**src/rtl/erp_pkg.sv**
```systemverilog
package erp_pkg;

  typedef enum logic [1:0] {
    MODE_PER_ELEM = 2'd0,
    MODE_SINGLE   = 2'd1,
    MODE_MERGED   = 2'd2,
    MODE_NONE     = 2'd3
  } erp_mode_e;

  // strobes from control to datapath
  typedef struct packed {
    logic load;     // register a new descriptor
    logic advance;  // step to the next element
    logic capture;  // store the current crossing as the pending record
  } erp_ctrl_t;

endpackage

```
**src/rtl/erp_datapath.sv**
```systemverilog
module erp_datapath
  import erp_pkg::*;
#(
  parameter int ADDR_W    = 32,
  parameter int LEN_W     = 16,
  parameter int CNT_W     = 16,
  parameter int PAGE_BITS = 12
) (
  input  logic              clk,
  input  logic              rstN,
  input  erp_ctrl_t         ctrl,
  input  logic [1:0]        descMode,
  input  logic [ADDR_W-1:0] descSrc,
  input  logic [LEN_W-1:0]  descAcnt,
  input  logic [CNT_W-1:0]  descBcnt,
  input  logic [LEN_W-1:0]  descStride,
  output logic              crossNow,
  output logic              scanDone,
  output logic              havePend,
  output logic              isSingle,
  output logic [ADDR_W-1:0] recAddr,
  output logic [LEN_W-1:0]  recLen
);

  localparam int PAGE_SIZE = 1 << PAGE_BITS;

  logic [LEN_W-1:0]     acnt;
  logic [LEN_W-1:0]     stride;
  logic [CNT_W-1:0]     bcnt;
  logic [CNT_W-1:0]     idx;
  logic [1:0]           mode;
  logic [ADDR_W-1:0]    elemAddr;
  logic [ADDR_W-1:0]    endAddr;
  logic [ADDR_W-1:0]    pendAddr;
  logic [LEN_W-1:0]     pendLen;
  logic [ADDR_W-1:0]    descEnd;
  logic [PAGE_BITS-1:0] pageOff;
  logic [LEN_W:0]       reach;
  logic [LEN_W-1:0]     pageLen;

  assign descEnd  = descSrc + ADDR_W'(descBcnt) * ADDR_W'(descAcnt);
  assign pageOff  = elemAddr[PAGE_BITS-1:0];
  assign reach    = (LEN_W+1)'(pageOff) + (LEN_W+1)'(acnt);
  assign crossNow = reach > (LEN_W+1)'(PAGE_SIZE);
  assign pageLen  = LEN_W'(PAGE_SIZE) - LEN_W'(pageOff);
  assign scanDone = (idx == bcnt);
  assign isSingle = (mode == MODE_SINGLE);

  always_ff @(posedge clk) begin
    if (!rstN) begin
      acnt     <= '0;
      stride   <= '0;
      bcnt     <= '0;
      idx      <= '0;
      mode     <= MODE_NONE;
      elemAddr <= '0;
      endAddr  <= '0;
      pendAddr <= '0;
      pendLen  <= '0;
      havePend <= 1'b0;
    end else if (ctrl.load) begin
      acnt     <= descAcnt;
      stride   <= descStride;
      bcnt     <= descBcnt;
      idx      <= '0;
      mode     <= descMode;
      elemAddr <= descSrc;
      endAddr  <= descEnd;
      pendAddr <= descEnd;
      pendLen  <= descAcnt;
      havePend <= (descMode == MODE_MERGED);
    end else begin
      if (ctrl.capture) begin
        havePend <= 1'b1;
        pendAddr <= isSingle ? endAddr : elemAddr + ADDR_W'(stride);
        pendLen  <= pageLen;
      end
      if (ctrl.advance) begin
        idx      <= idx + 1'b1;
        elemAddr <= elemAddr + ADDR_W'(stride);
      end
    end
  end

  // a descriptor without any pending record ends on a zero marker
  assign recAddr = havePend ? pendAddr : '0;
  assign recLen  = havePend ? pendLen  : '0;

endmodule

```
**src/rtl/erp_control.sv**
```systemverilog
module erp_control
  import erp_pkg::*;
(
  input  logic       clk,
  input  logic       rstN,
  input  logic       descValid,
  input  logic [1:0] descMode,
  input  logic       crossNow,
  input  logic       scanDone,
  input  logic       havePend,
  input  logic       isSingle,
  input  logic       recReady,
  output logic       descReady,
  output logic       recValid,
  output logic       recLast,
  output erp_ctrl_t  ctrl
);

  typedef enum logic [1:0] {ST_IDLE, ST_SCAN, ST_FLUSH} state_e;

  state_e state, stateNext;

  always_ff @(posedge clk) begin
    if (!rstN) state <= ST_IDLE;
    else       state <= stateNext;
  end

  always_comb begin
    stateNext    = state;
    ctrl         = '0;
    descReady    = 1'b0;
    recValid     = 1'b0;
    recLast      = 1'b0;
    unique case (state)
      ST_IDLE: begin
        descReady = 1'b1;
        if (descValid) begin
          ctrl.load = 1'b1;
          stateNext = (descMode == MODE_PER_ELEM || descMode == MODE_SINGLE)
                      ? ST_SCAN : ST_FLUSH;
        end
      end
      ST_SCAN: begin
        if (scanDone) begin
          stateNext = ST_FLUSH;
        end else if (crossNow && havePend && !isSingle) begin
          // previous record goes out before the new one replaces it
          recValid = 1'b1;
          if (recReady) begin
            ctrl.capture = 1'b1;
            ctrl.advance = 1'b1;
          end
        end else begin
          ctrl.capture = crossNow && !havePend;
          ctrl.advance = 1'b1;
        end
      end
      ST_FLUSH: begin
        recValid = 1'b1;
        recLast  = 1'b1;
        if (recReady) stateNext = ST_IDLE;
      end
      default: stateNext = ST_IDLE;
    endcase
  end

endmodule

```
**src/rtl/extra_read_predictor.sv**
```systemverilog
module extra_read_predictor
  import erp_pkg::*;
#(
  parameter int ADDR_W    = 32,
  parameter int LEN_W     = 16,
  parameter int CNT_W     = 16,
  parameter int PAGE_BITS = 12
) (
  input  logic              clk,
  input  logic              rstN,
  input  logic              descValid,
  output logic              descReady,
  input  logic [1:0]        descMode,
  input  logic [ADDR_W-1:0] descSrc,
  input  logic [LEN_W-1:0]  descAcnt,
  input  logic [CNT_W-1:0]  descBcnt,
  input  logic [LEN_W-1:0]  descStride,
  output logic              recValid,
  input  logic              recReady,
  output logic [ADDR_W-1:0] recAddr,
  output logic [LEN_W-1:0]  recLen,
  output logic              recLast
);

  erp_ctrl_t ctrl;
  logic      crossNow;
  logic      scanDone;
  logic      havePend;
  logic      isSingle;

  erp_control u_ctrl (
    .clk       (clk),
    .rstN      (rstN),
    .descValid (descValid),
    .descMode  (descMode),
    .crossNow  (crossNow),
    .scanDone  (scanDone),
    .havePend  (havePend),
    .isSingle  (isSingle),
    .recReady  (recReady),
    .descReady (descReady),
    .recValid  (recValid),
    .recLast   (recLast),
    .ctrl      (ctrl)
  );

  erp_datapath #(
    .ADDR_W    (ADDR_W),
    .LEN_W     (LEN_W),
    .CNT_W     (CNT_W),
    .PAGE_BITS (PAGE_BITS)
  ) u_dp (
    .clk        (clk),
    .rstN       (rstN),
    .ctrl       (ctrl),
    .descMode   (descMode),
    .descSrc    (descSrc),
    .descAcnt   (descAcnt),
    .descBcnt   (descBcnt),
    .descStride (descStride),
    .crossNow   (crossNow),
    .scanDone   (scanDone),
    .havePend   (havePend),
    .isSingle   (isSingle),
    .recAddr    (recAddr),
    .recLen     (recLen)
  );

endmodule

```
**config.mk**
```make
export PLATFORM = sky130hd
export DESIGN_NAME = extra_read_predictor
export DESIGN_NICKNAME = d
export VERILOG_FILES = /design/src/rtl/erp_pkg.sv /design/src/rtl/erp_datapath.sv /design/src/rtl/erp_control.sv /design/src/rtl/extra_read_predictor.sv
export SDC_FILE = /design/constraint.sdc
export NUM_CORES = 1
export LEC_CHECK = 0
export BUFFER_PORTS_ARGS = -buffer_cell sky130_fd_sc_hd__buf_2
export CORE_MARGIN = 2
export CORE_UTILIZATION = 65
export CTS_BUF_LIST = sky130_fd_sc_hd__clkbuf_8
export DETAILED_ROUTE_END_ITERATION = 10
export PLACE_DENSITY = 0.88
export SLEW_MARGIN = 40
export SYNTH_ARGS = -nofsm -noshare
export SYNTH_HDL_FRONTEND = slang
export SYNTH_SLANG_ARGS = --single-unit
```
**constraint.sdc**
```tcl
create_clock -name clk -period 17.6 [get_ports clk]
set_input_delay 0.88 -clock clk [delete_from_list [all_inputs] [get_ports clk]]
set_output_delay 0.88 -clock clk [all_outputs]
set_load 0.02 [all_outputs]
```
## After elaboration in Yosys (flattened, before gate mapping)

Cells that the tools add are included.

| word-level totals | value |
|---|---|
| register bits | 181 |
| bits of input ports | 86 |
| word-level logic and storage cells | 67 |

| cells by class | value |
|---|---|
| eq/ne operators | 9 |
| reduce and logical (&&, ||, !) cells | 12 |
| mux-type cells | 27 |
| multipliers | 1 |
| $lt $le $gt $ge | 1 |
| add/sub/neg operators | 5 |
| bitwise gates (word level) | 1 |

Operators by type and width:

| operator | count |
|---|---|
| 2-to-1 mux 32 bit | 6 |
| 2-to-1 mux 16 bit | 3 |
| adder 32 x 16 -> 32 bit | 1 |
| adder 32 bit | 1 |
| multiplier 16 x 16 -> 32 bit | 1 |
| adder 12 x 16 -> 17 bit | 1 |
| > comparator 17 x 13 -> 1 bit (second input constant) | 1 |
| adder 16 x 1 -> 16 bit (second input constant) | 1 |
| == test 16 bit | 1 |
| 2-to-1 mux 2 bit | 8 |
| subtractor 13 x 12 -> 14 bit (first input constant) | 1 |
| 2-to-1 mux 1 bit | 8 |
| == test 2 x 1 -> 1 bit (second input constant) | 3 |
| != test 2 bit (second input constant) | 3 |
| case mux 2 bit (3 select lines) | 1 |
| == test 2 bit (second input constant) | 2 |
| zero test 2 bit | 2 |
| nonzero test 2 bit | 2 |
| logical AND 1 bit | 3 |
| AND reduction 3 bit | 1 |
| zero test 1 bit | 2 |
| case mux 1 bit (2 select lines) | 1 |
| OR reduction 2 bit | 1 |
| logical OR 1 bit | 1 |
| inverter 1 bit | 1 |

## Longest topological paths before layout

Gate-level depths: netlist (run 1).

| logic depth | value |
|---|---|
| word-level depth | 9 |
| mapped depth | 25 |
| mapped depth without buffers | 23 |

## Modules after synthesis

From an unflattened synthesis (run 1), not the netlist that was laid out.

| unflattened totals | value |
|---|---|
| cell total of the unflattened synthesis | 2298 |
| area, all modules | 19351.1 µm² |

By module, submodules not included:

| module | sequential area each (µm²) | instances | area an instance (µm²) | cells an instance |
|---|---|---|---|---|
| erp_datapath | 3583.4 | 1 | 19117.1 | 2270 |
| erp_control | 40.0 | 1 | 234.0 | 28 |

## Worst setup path before layout (run 1)

Ideal clock, no wire load.

| timing | value |
|---|---|
| path type | input-to-reg |
| from | input descAcnt[7] |
| to | register u_dp.pendAddr[30] |
| arrival | 6.715 ns |
| stages | 22 |
| setup slack | 10.764 ns |
| required time | 17.478 ns |
| cell sequence | clkbuf_1 clkbuf_1 nand2_1 fa_1 fa_1 fa_1 inv_1 fa_1 fa_1 inv_1 fa_1 inv_1 ha_1 a21oi_1 o21ai_0 a221oi_1 nand2_1 o221ai_1 o2111ai_1 o22ai_1 mux2i_1 o311a_1 |

| between the ends | value |
|---|---|
| cells in the longest elaborated chain, start to end | 3 |

Ends and longest elaborated chain:

| element | line | RTL |
|---|---|---|
| start: declaration | extra_read_predictor.sv:15 | `input logic [LEN_W-1:0] descAcnt,` |
| multiplier 16 x 16 -> 32 bit | erp_datapath.sv:41 | `assign descEnd = descSrc + ADDR_W'(descBcnt) * ADDR_W'(descAcnt);` |
| adder 32 bit | erp_datapath.sv:41 |  |
| 2-to-1 mux 32 bit | erp_datapath.sv:61 | `end else if (ctrl.load) begin` |
| end signal: assignment | erp_datapath.sv:69 | `pendAddr <= descEnd;` |
| end signal: assignment | erp_datapath.sv:75 | `pendAddr <= isSingle ? endAddr : elemAddr + ADDR_W'(stride);` |
| end: declaration | erp_datapath.sv:34 | `logic [ADDR_W-1:0] pendAddr;` |

No other way between the ends.
A chain may end at the register's enable or synchronous reset.

## Final worst setup path (run 1)

| timing | value |
|---|---|
| from | input descAcnt[10] |
| to | register u_dp.pendAddr[30] |

Same word-level chain as after synthesis.

==> results.json, run 1 <==
{
  "status": "complete, no violations",
  "grt_max_degree": 79,
  "netlist_instances": 2408,
  "worstReg2RegEnd": "u_dp.idx[6]$_SDFFE_PP0P_",
  "critPathKind": "in -> reg",
  "cts_sinks": 181,
  "p_comb_share_pct": 78.6,
  "worstPathRequired_ps": 17970,
  "grt_setup_unrepaired": "false",
  "place_area_mm2": 0.0203,
  "num-nets-final": 2894,
  "hold_path_depth": 2,
  "ys_ff_latch": 181,
  "drc_errors": 0,
  "switching_share_pct": 53.7,
  "viasPerCell": 6.08,
  "ys_top_cells_by_count": "nand2_1, inv_1, fa_1",
  "p_switching_uw": 2220,
  "ys_top_cells_by_area": "fa_1, dfxtp_1, ha_1",
  "area_growth_pct": 6.31,
  "worstMarginPinSlew_ps": 823,
  "startpoint_type": "input pin",
  "synth.most_common_cell": "nand2_1",
  "numPortBuffers": 136,
  "die_h_um": 177,
  "yosys_most_used_dff": "dfxtp_1",
  "insertion_delay_ps": 470,
  "drv_cap": 0,
  "power.internal_uw": 1920,
  "wl_mm": 54.4,
  "path_cells": "buf_2 > and2_1 > fa_1 > inv_1 > fa_1 > inv_1 > fa_1 > fa_1 > fa_1 > inv_1 > fa_1 > inv_1 > ha_1 > a21oi_1 > o21ai_0 > a221oi_1 > nand2_1 > o221ai_1 > o2111ai_1 > o22ai_1 > mux2i_1 > o311a_1",
  "grt_pass1_wl_mm": 87.5,
  "r2r-start": "u_dp.elemAddr[3]$_SDFFE_PN0P_",
  "cts_hold_buffers": 0,
  "core_mm2": 0.0296,
  "grt_usage_pct": 35.6,
  "grt_pass1_vias": 17741,
  "max_freq_mhz": 144,
  "dieArea_mm2": 0.0313,
  "wl_per_cell_um": 19.1,
  "antenna_cells": 0,
  "seq_power_share_pct": 13.8,
  "numCtsBuffers": 17,
  "yosys.area.top_type": "fa_1",
  "grt-ovfl-total": 0,
  "initialDrtViolationCount": 1935,
  "powerDensity_mw_per_mm2": 200,
  "initial_core_util_pct": 65.8,
  "power_leakage_uw": 0.00993,
  "syn-mean-instance-area_um2": 8.08,
  "antenna_left": 0,
  "critPathArrivalTime_ps": 7320,
  "crit_path_frequent_cell": "fa_1",
  "ctsResizeCount": 0,
  "yosysSeqAreaShare_pct": 18.6,
  "hold_class": "reg -> reg",
  "min_to": "u_dp.pendLen[14]$_SDFFE_PN0P_",
  "clock_skew_ps": 17.2,
  "synthDistinctLibCells": 72,
  "fin_crit_ps": 6950,
  "cts_max_level": 4,
  "period_share_pct": 39.5,
  "min_from": "u_dp.pendLen[14]$_SDFFE_PN0P_",
  "clockBufferDepth": 2,
  "crit_path_max_incr_delay_ps": 550,
  "drive_above_1_share_pct": 8.45,
  "rows": 63,
  "cts_setup_buffers": 0,
  "num_vias": 17337,
  "clk_pin_slew_worst_paths_ps": 100,
  "final_area_mm2": 0.0207,
  "hpwl_mm": 41.2,
  "syn_nets": 2853,
  "hold_viol": 0,
  "first_pass_iters": 8,
  "yosysTopAreaCellShare_pct": 23.3,
  "yosys_warnings": 0,
  "root_buffer": "clkbuf_8",
  "cts_tree": "done",
  "end_kind": "flop",
  "crit_path_top_delay_cell": "fa_1",
  "drv_slew": 0,
  "netlist_area_mm2": 0.0195,
  "reg2reg_depth": 11,
  "finalSetupTns_ps": 0,
  "place_congestion": 0.923,
  "clkPwrFrac_pct": 7.6,
  "synthArstFlopShare_pct": 0,
  "path_max_fanout": 17,
  "synth_edf_count": 0,
  "irDropWorstVdd_v": 0.000337,
  "rrSetupSlack_ps": 13310,
  "antenna_found_initial": 1,
  "die_w_um": 177,
  "setup_viol": 0,
  "relSlewSlack_pct": 44.8,
  "ioPinCount": 137
}
## logic make-up (layout without fill, tap and decap cells)
group                      Yosys count  in the layout  share of synthesized area (%)
AOI/OAI and AO/OA                  450            450                           14.3
muxes                               31             31                           1.60
DFF                                181            181                           18.6
and+or+nand+nor                    806            806                           19.9
adders and majority gates          359            359                           31.8
xor gates and xnor gates            91             91                           4.10
buffers and inverters              490            544                           9.59
## area by class of cell
class / instances / area [um^2]
inverter: 364 / 1370
sequential: 181 / 3620
tap: 390 / 488
fill: 2346 / 8870
timing repair buffer: 148 / 771
clock inverter: 15 / 196
multi-input combinational: 1737 / 14000
clock buffer: 17 / 234
## per-stage QoR
| stage | power, uW | utilization, % | hold WS [ps] | instances | setup slack (ps) |
|---|---|---|---|---|---|
| global placement | 3610 | 68.5 | 438 | 2820 | 10260 |
| floorplan | 3030 | - | 427 | 2408 | 10760 |
| finish | 4140 | 70.0 | 462 | 2852 | 10650 |
| global route | 4590 | 70.0 | 475 | 2852 | 10260 |
| CTS | 4090 | 70.0 | 455 | 2852 | 10700 |
| detailed placement | 3760 | 68.5 | 444 | 2820 | 10200 |
## sequential cells by signal, indices dropped and copies added (netlist names)
name	count
u_ctrl.state	2
u_dp.acnt	16
u_dp.bcnt	16
u_dp.elemAddr	32
u_dp.endAddr	32
u_dp.havePend	1
u_dp.idx	16
u_dp.mode	2
u_dp.pendAddr	32
u_dp.pendLen	16
u_dp.stride	16
## critical path, delay by kind of cell
kind            cells  cell delay [ps]
simple gates        2              330
mux                 1              120
buf+inv             5              440
fa+ha+maj           7             3510
compound gates      7             2010
## power groups by stage
stage / Sequential, uW / Combinational (uW) / Clock, uW
6_report: 571 / 3260 / 315
5_1_grt: 577 / 3680 / 330
4_1_cts: 567 / 3210 / 312
3_5_place_dp: 576 / 3190 / 0
3_3_place_gp: 571 / 3040 / 0
2_1_floorplan: 551 / 2480 / 0
## per-layer routing
| metal | GRT usage [%] | share of wire [%] | up-vias | routed length, um |
|---|---|---|---|---|
| met2 | 60.0 | 47 | 873 | 25800 |
| li1 | - | - | 7864 | - |
| met3 | 5.43 | 8.2 | 205 | 4480 |
| met1 | 43.0 | 38 | 8395 | 20500 |
| met5 | 0 | 0 | - | 0 |
| met4 | 21.9 | 6.7 | 0 | 3640 |
## how the worst max path moves through the flow
stage                                           to  slack, ps          from
global route        u_dp.pendAddr[30]$_SDFFE_PN0P_      10260   descBcnt[7]
detailed placement  u_dp.pendAddr[30]$_SDFFE_PN0P_      10200   descBcnt[7]
global placement    u_dp.pendAddr[30]$_SDFFE_PN0P_      10260  descAcnt[10]
floorplan           u_dp.pendAddr[30]$_SDFFE_PN0P_      10760   descAcnt[7]
finish              u_dp.pendAddr[30]$_SDFFE_PN0P_      10650  descAcnt[10]
CTS                 u_dp.pendAddr[30]$_SDFFE_PN0P_      10700   descBcnt[7]
## cell usage in the layout (no fill, tap or decap), types with 79 or more instances in the layout
| cell type | n |
|---|---|
| buf_2 | 136 |
| fa_1 | 227 |
| nand2_1 | 380 |
| inv_1 | 363 |
| nor2_1 | 79 |
| o21ai_0 | 102 |
| ha_1 | 132 |
| dfxtp_1 | 181 |
| a21oi_1 | 177 |
| and2_1 | 176 |
Note: power is estimated with default switching activity, not from simulation.
==> run 2: changes to the inputs <==
--- a/config.mk
+++ b/config.mk
@@ -5,12 +5,13 @@
 export SDC_FILE = /design/constraint.sdc
 export NUM_CORES = 1
 export LEC_CHECK = 0
+export ABC_AREA = 1
 export BUFFER_PORTS_ARGS = -buffer_cell sky130_fd_sc_hd__buf_2
 export CORE_MARGIN = 2
-export CORE_UTILIZATION = 65
+export CORE_UTILIZATION = 64
 export CTS_BUF_LIST = sky130_fd_sc_hd__clkbuf_8
 export DETAILED_ROUTE_END_ITERATION = 10
-export PLACE_DENSITY = 0.88
+export PLACE_DENSITY = 0.87
 export SLEW_MARGIN = 40
 export SYNTH_ARGS = -nofsm -noshare
 export SYNTH_HDL_FRONTEND = slang
==> constraint.sdc (replaced) <==
create_clock -name clk -period 7.1 [get_ports clk]
set_input_delay 0.355 -clock clk [delete_from_list [all_inputs] [get_ports clk]]
set_output_delay 0.355 -clock clk [all_outputs]
set_load 0.02 [all_outputs]
==> run 2 against run 1 <==
Compared with the run above:
- die area increased by 7.6%
- design area up 4.9%
- sequential share of layout area fell by 0.82 points
- register-to-register slack worse by 10000 ps
- routed wire length up 10%
- clock power is 130% higher
- global-route usage up 1.4 points
- utilization decreased by 1.4 points
- synthesized cell count increased by 27%
- critical path depth decreased by 1
==> results.json, run 2 <==
{
  "startpoint_type": "input pin",
  "critPathKind": "in -> reg",
  "antenna_cells": 0,
  "synthArstFlopShare_pct": 0,
  "status": "complete, no violations",
  "drv_cap": 0,
  "power_leakage_uw": 0.0122,
  "num_vias": 19589,
  "top_regs": "u_dp.elemAddr (32), u_dp.endAddr (32), u_dp.pendAddr (32)",
  "cts_sinks": 181,
  "worstPathRequired_ps": 7510,
  "cts_tree": "done",
  "place_congestion": 0.988,
  "antenna_found_initial": 0,
  "ys_ff_latch": 181,
  "area_growth_pct": 5.13,
  "clk_pin_slew_worst_paths_ps": 100,
  "p_switching_uw": 6560,
  "startpoint": "descBcnt[14]",
  "first_pass_iters": 6,
  "numPortBuffers": 136,
  "path_depth": 21,
  "cp_top_family": "adder cells",
  "clockBufferDepth": 2,
  "worstReg2RegEnd": "u_dp.pendAddr[27]$_SDFFE_PN0P_",
  "clock_skew_ps": 18.4,
  "numCtsBuffers": 17,
  "syn_nets": 3514,
  "layout.cells.most_common": "nand2_1",
  "drv_slew": 0,
  "cts_setup_buffers": 0,
  "fill_cells": 2785,
  "viasPerCell": 5.59,
  "critPathArrivalTime_ps": 6570,
  "fin_crit_ps": 6160,
  "irDropWorstVdd_v": 0.000679,
  "period_share_pct": 86.8,
  "die_w_um": 184,
  "relSlewSlack_pct": 45.2,
  "root_buffer": "clkbuf_8",
  "drc_errors": 0,
  "path_max_fanout": 17,
  "dp_slack_ps": 620,
  "synth_edf_count": 0,
  "grt-ovfl-total": 0,
  "yosysSeqAreaShare_pct": 17.5,
  "finalSetupTns_ps": 0,
  "cts_hold_buffers": 0,
  "numPlacedInstances": 3473,
  "rows": 65,
  "initialDrtViolationCount": 1761,
  "crit_path_max_incr_delay_ps": 560,
  "insertion_delay_ps": 510,
  "grt_pass1_vias": 19953,
  "yosys_warnings": 0,
  "antenna_left": 0,
  "worstMarginPinSlew_ps": 816,
  "netlist_instances": 3069,
  "grt_setup_unrepaired": "false",
  "reg2reg_depth": 21,
  "grt_usage_pct": 37.0,
  "synth.most_common_cell": "nand2_1",
  "p_total_uw": 11300,
  "num-nets-final": 3535,
  "dieArea_mm2": 0.0337,
  "core_mm2": 0.0316,
  "die_h_um": 184,
  "cp_num_buf_inv": 4,
  "power.internal_uw": 4740,
  "r2r-start": "u_dp.elemAddr[0]$_SDFFE_PN0P_",
  "wl_per_cell_um": 17.1,
  "switching_share_pct": 58.1,
  "crit_path_frequent_cell": "fa_1",
  "seq_power_share_pct": 13.3,
  "powerDensity_mw_per_mm2": 520,
  "rrSetupSlack_ps": 3100,
  "fin_cells": 3504,
  "max_freq_mhz": 162,
  "whs_ps": 89.8,
  "yosysTopAreaCellShare_pct": 22.0,
  "wl_mm": 60.0,
  "grt_max_degree": 84,
  "hold_viol": 0,
  "min_from": "descMode[0]",
  "yosys_most_used_dff": "dfxtp_1",
  "setup_viol": 0,
  "p_comb_share_pct": 80.2,
  "synthDistinctLibCells": 43,
  "path_cells": "buf_2 > nand2_1 > fa_1 > fa_1 > fa_1 > inv_1 > fa_1 > fa_1 > inv_1 > fa_1 > inv_1 > ha_1 > a21o_1 > a21oi_1 > o21ai_0 > a21oi_1 > o21ai_0 > o21ai_0 > o21ai_0 > nor2_1 > nor2_1",
  "clkPwrFrac_pct": 6.5,
  "hpwl_mm": 46.8,
  "cts_max_level": 4,
  "ioPinCount": 137,
  "syn-mean-instance-area_um2": 6.73,
  "yosys.area.top_type": "fa_1",
  "end_kind": "flop",
  "ys_top_cells_by_count": "nand2_1, inv_1, nor2_1",
  "hold_class": "in -> reg",
  "crit_path_top_delay_cell": "fa_1",
  "cp-endpoint": "u_dp.pendAddr[21]$_SDFFE_PN0P_",
  "drive_above_1_share_pct": 6.87,
  "layout_common_cells": "nand2_1, inv_1, nor2_1, fa_1, o21ai_0",
  "ctsResizeCount": 0,
  "ys_top_cells_by_area": "fa_1, dfxtp_1, nand2_1",
  "setup_ws_ps": 937,
  "grt_pass1_wl_mm": 98.2,
  "netlist_area_mm2": 0.0207,
  "initial_core_util_pct": 65.3
}
[run 2: worst min-delay path by stage]
stage | slack, ps | end | cells past startpoint
final | 90 | u_dp.mode[0]$_SDFFE_PN1P_ | 3
after detailed placement | 440 | u_dp.endAddr[4]$_SDFFE_PN0P_ | 2
after global placement | 430 | u_dp.endAddr[4]$_SDFFE_PN0P_ | 2
after global routing | 100 | u_dp.mode[0]$_SDFFE_PN1P_ | 3
after floorplan | 420 | u_dp.endAddr[10]$_SDFFE_PN0P_ | 2
after CTS | 80 | u_dp.mode[0]$_SDFFE_PN1P_ | 3
[run 2: kinds of logic after synthesis]
kind of cell,count (synthesis),synth area share [%]
flip-flops,181,17.5
AO/OA/AOI/OAI,411,10.8
adder cells (fa/ha/maj),359,30.0
buffers and inverters,858,16.0
XOR/XNOR,50,2.12
AND/OR/NAND/NOR,1210,23.6
[run 2: final cells by class]
type	count	area [um^2]	share of cell area, %
multi-input combinational	2030	13700	63.3
clock inverter	13	151	0.697
timing repair buffer	147	763	3.52
sequential	181	3620	16.7
inverter	713	2680	12.3
clock buffer	18	248	1.14
tap	402	503	2.32
[run 2: power by group through the flow]
stage	clock, uW	combinational, uW	sequential (uW)
finish	739	9060	1500
global route	780	10200	1520
CTS	743	8910	1490
detailed placement	0	8850	1510
global placement	0	8680	1500
floorplan	0	6570	1440
[run 2: layer usage]
| layer | part of all wire, % | track usage [%] | vias up |
|---|---|---|---|
| li1 | - | - | 9222 |
| met1 | 38 | 44.0 | 9188 |
| met2 | 48 | 63.5 | 941 |
| met3 | 8.0 | 6.00 | 238 |
| met4 | 6.3 | 21.6 | 0 |
| met5 | 0 | 0 | - |
[run 2: metrics by stage]
step | util (%) | area, um^2
after CTS | 68.6 | 21700
after detailed placement | 67.4 | 21300
final | 68.6 | 21700
after floorplan | - | 20700
after global placement | 67.4 | 21300
after global routing | 68.6 | 21700
[run 2: worst min-delay path, cell delays in order]
cell     delay (ps)
buf_2            80
a21oi_1          50
o21ai_0          60
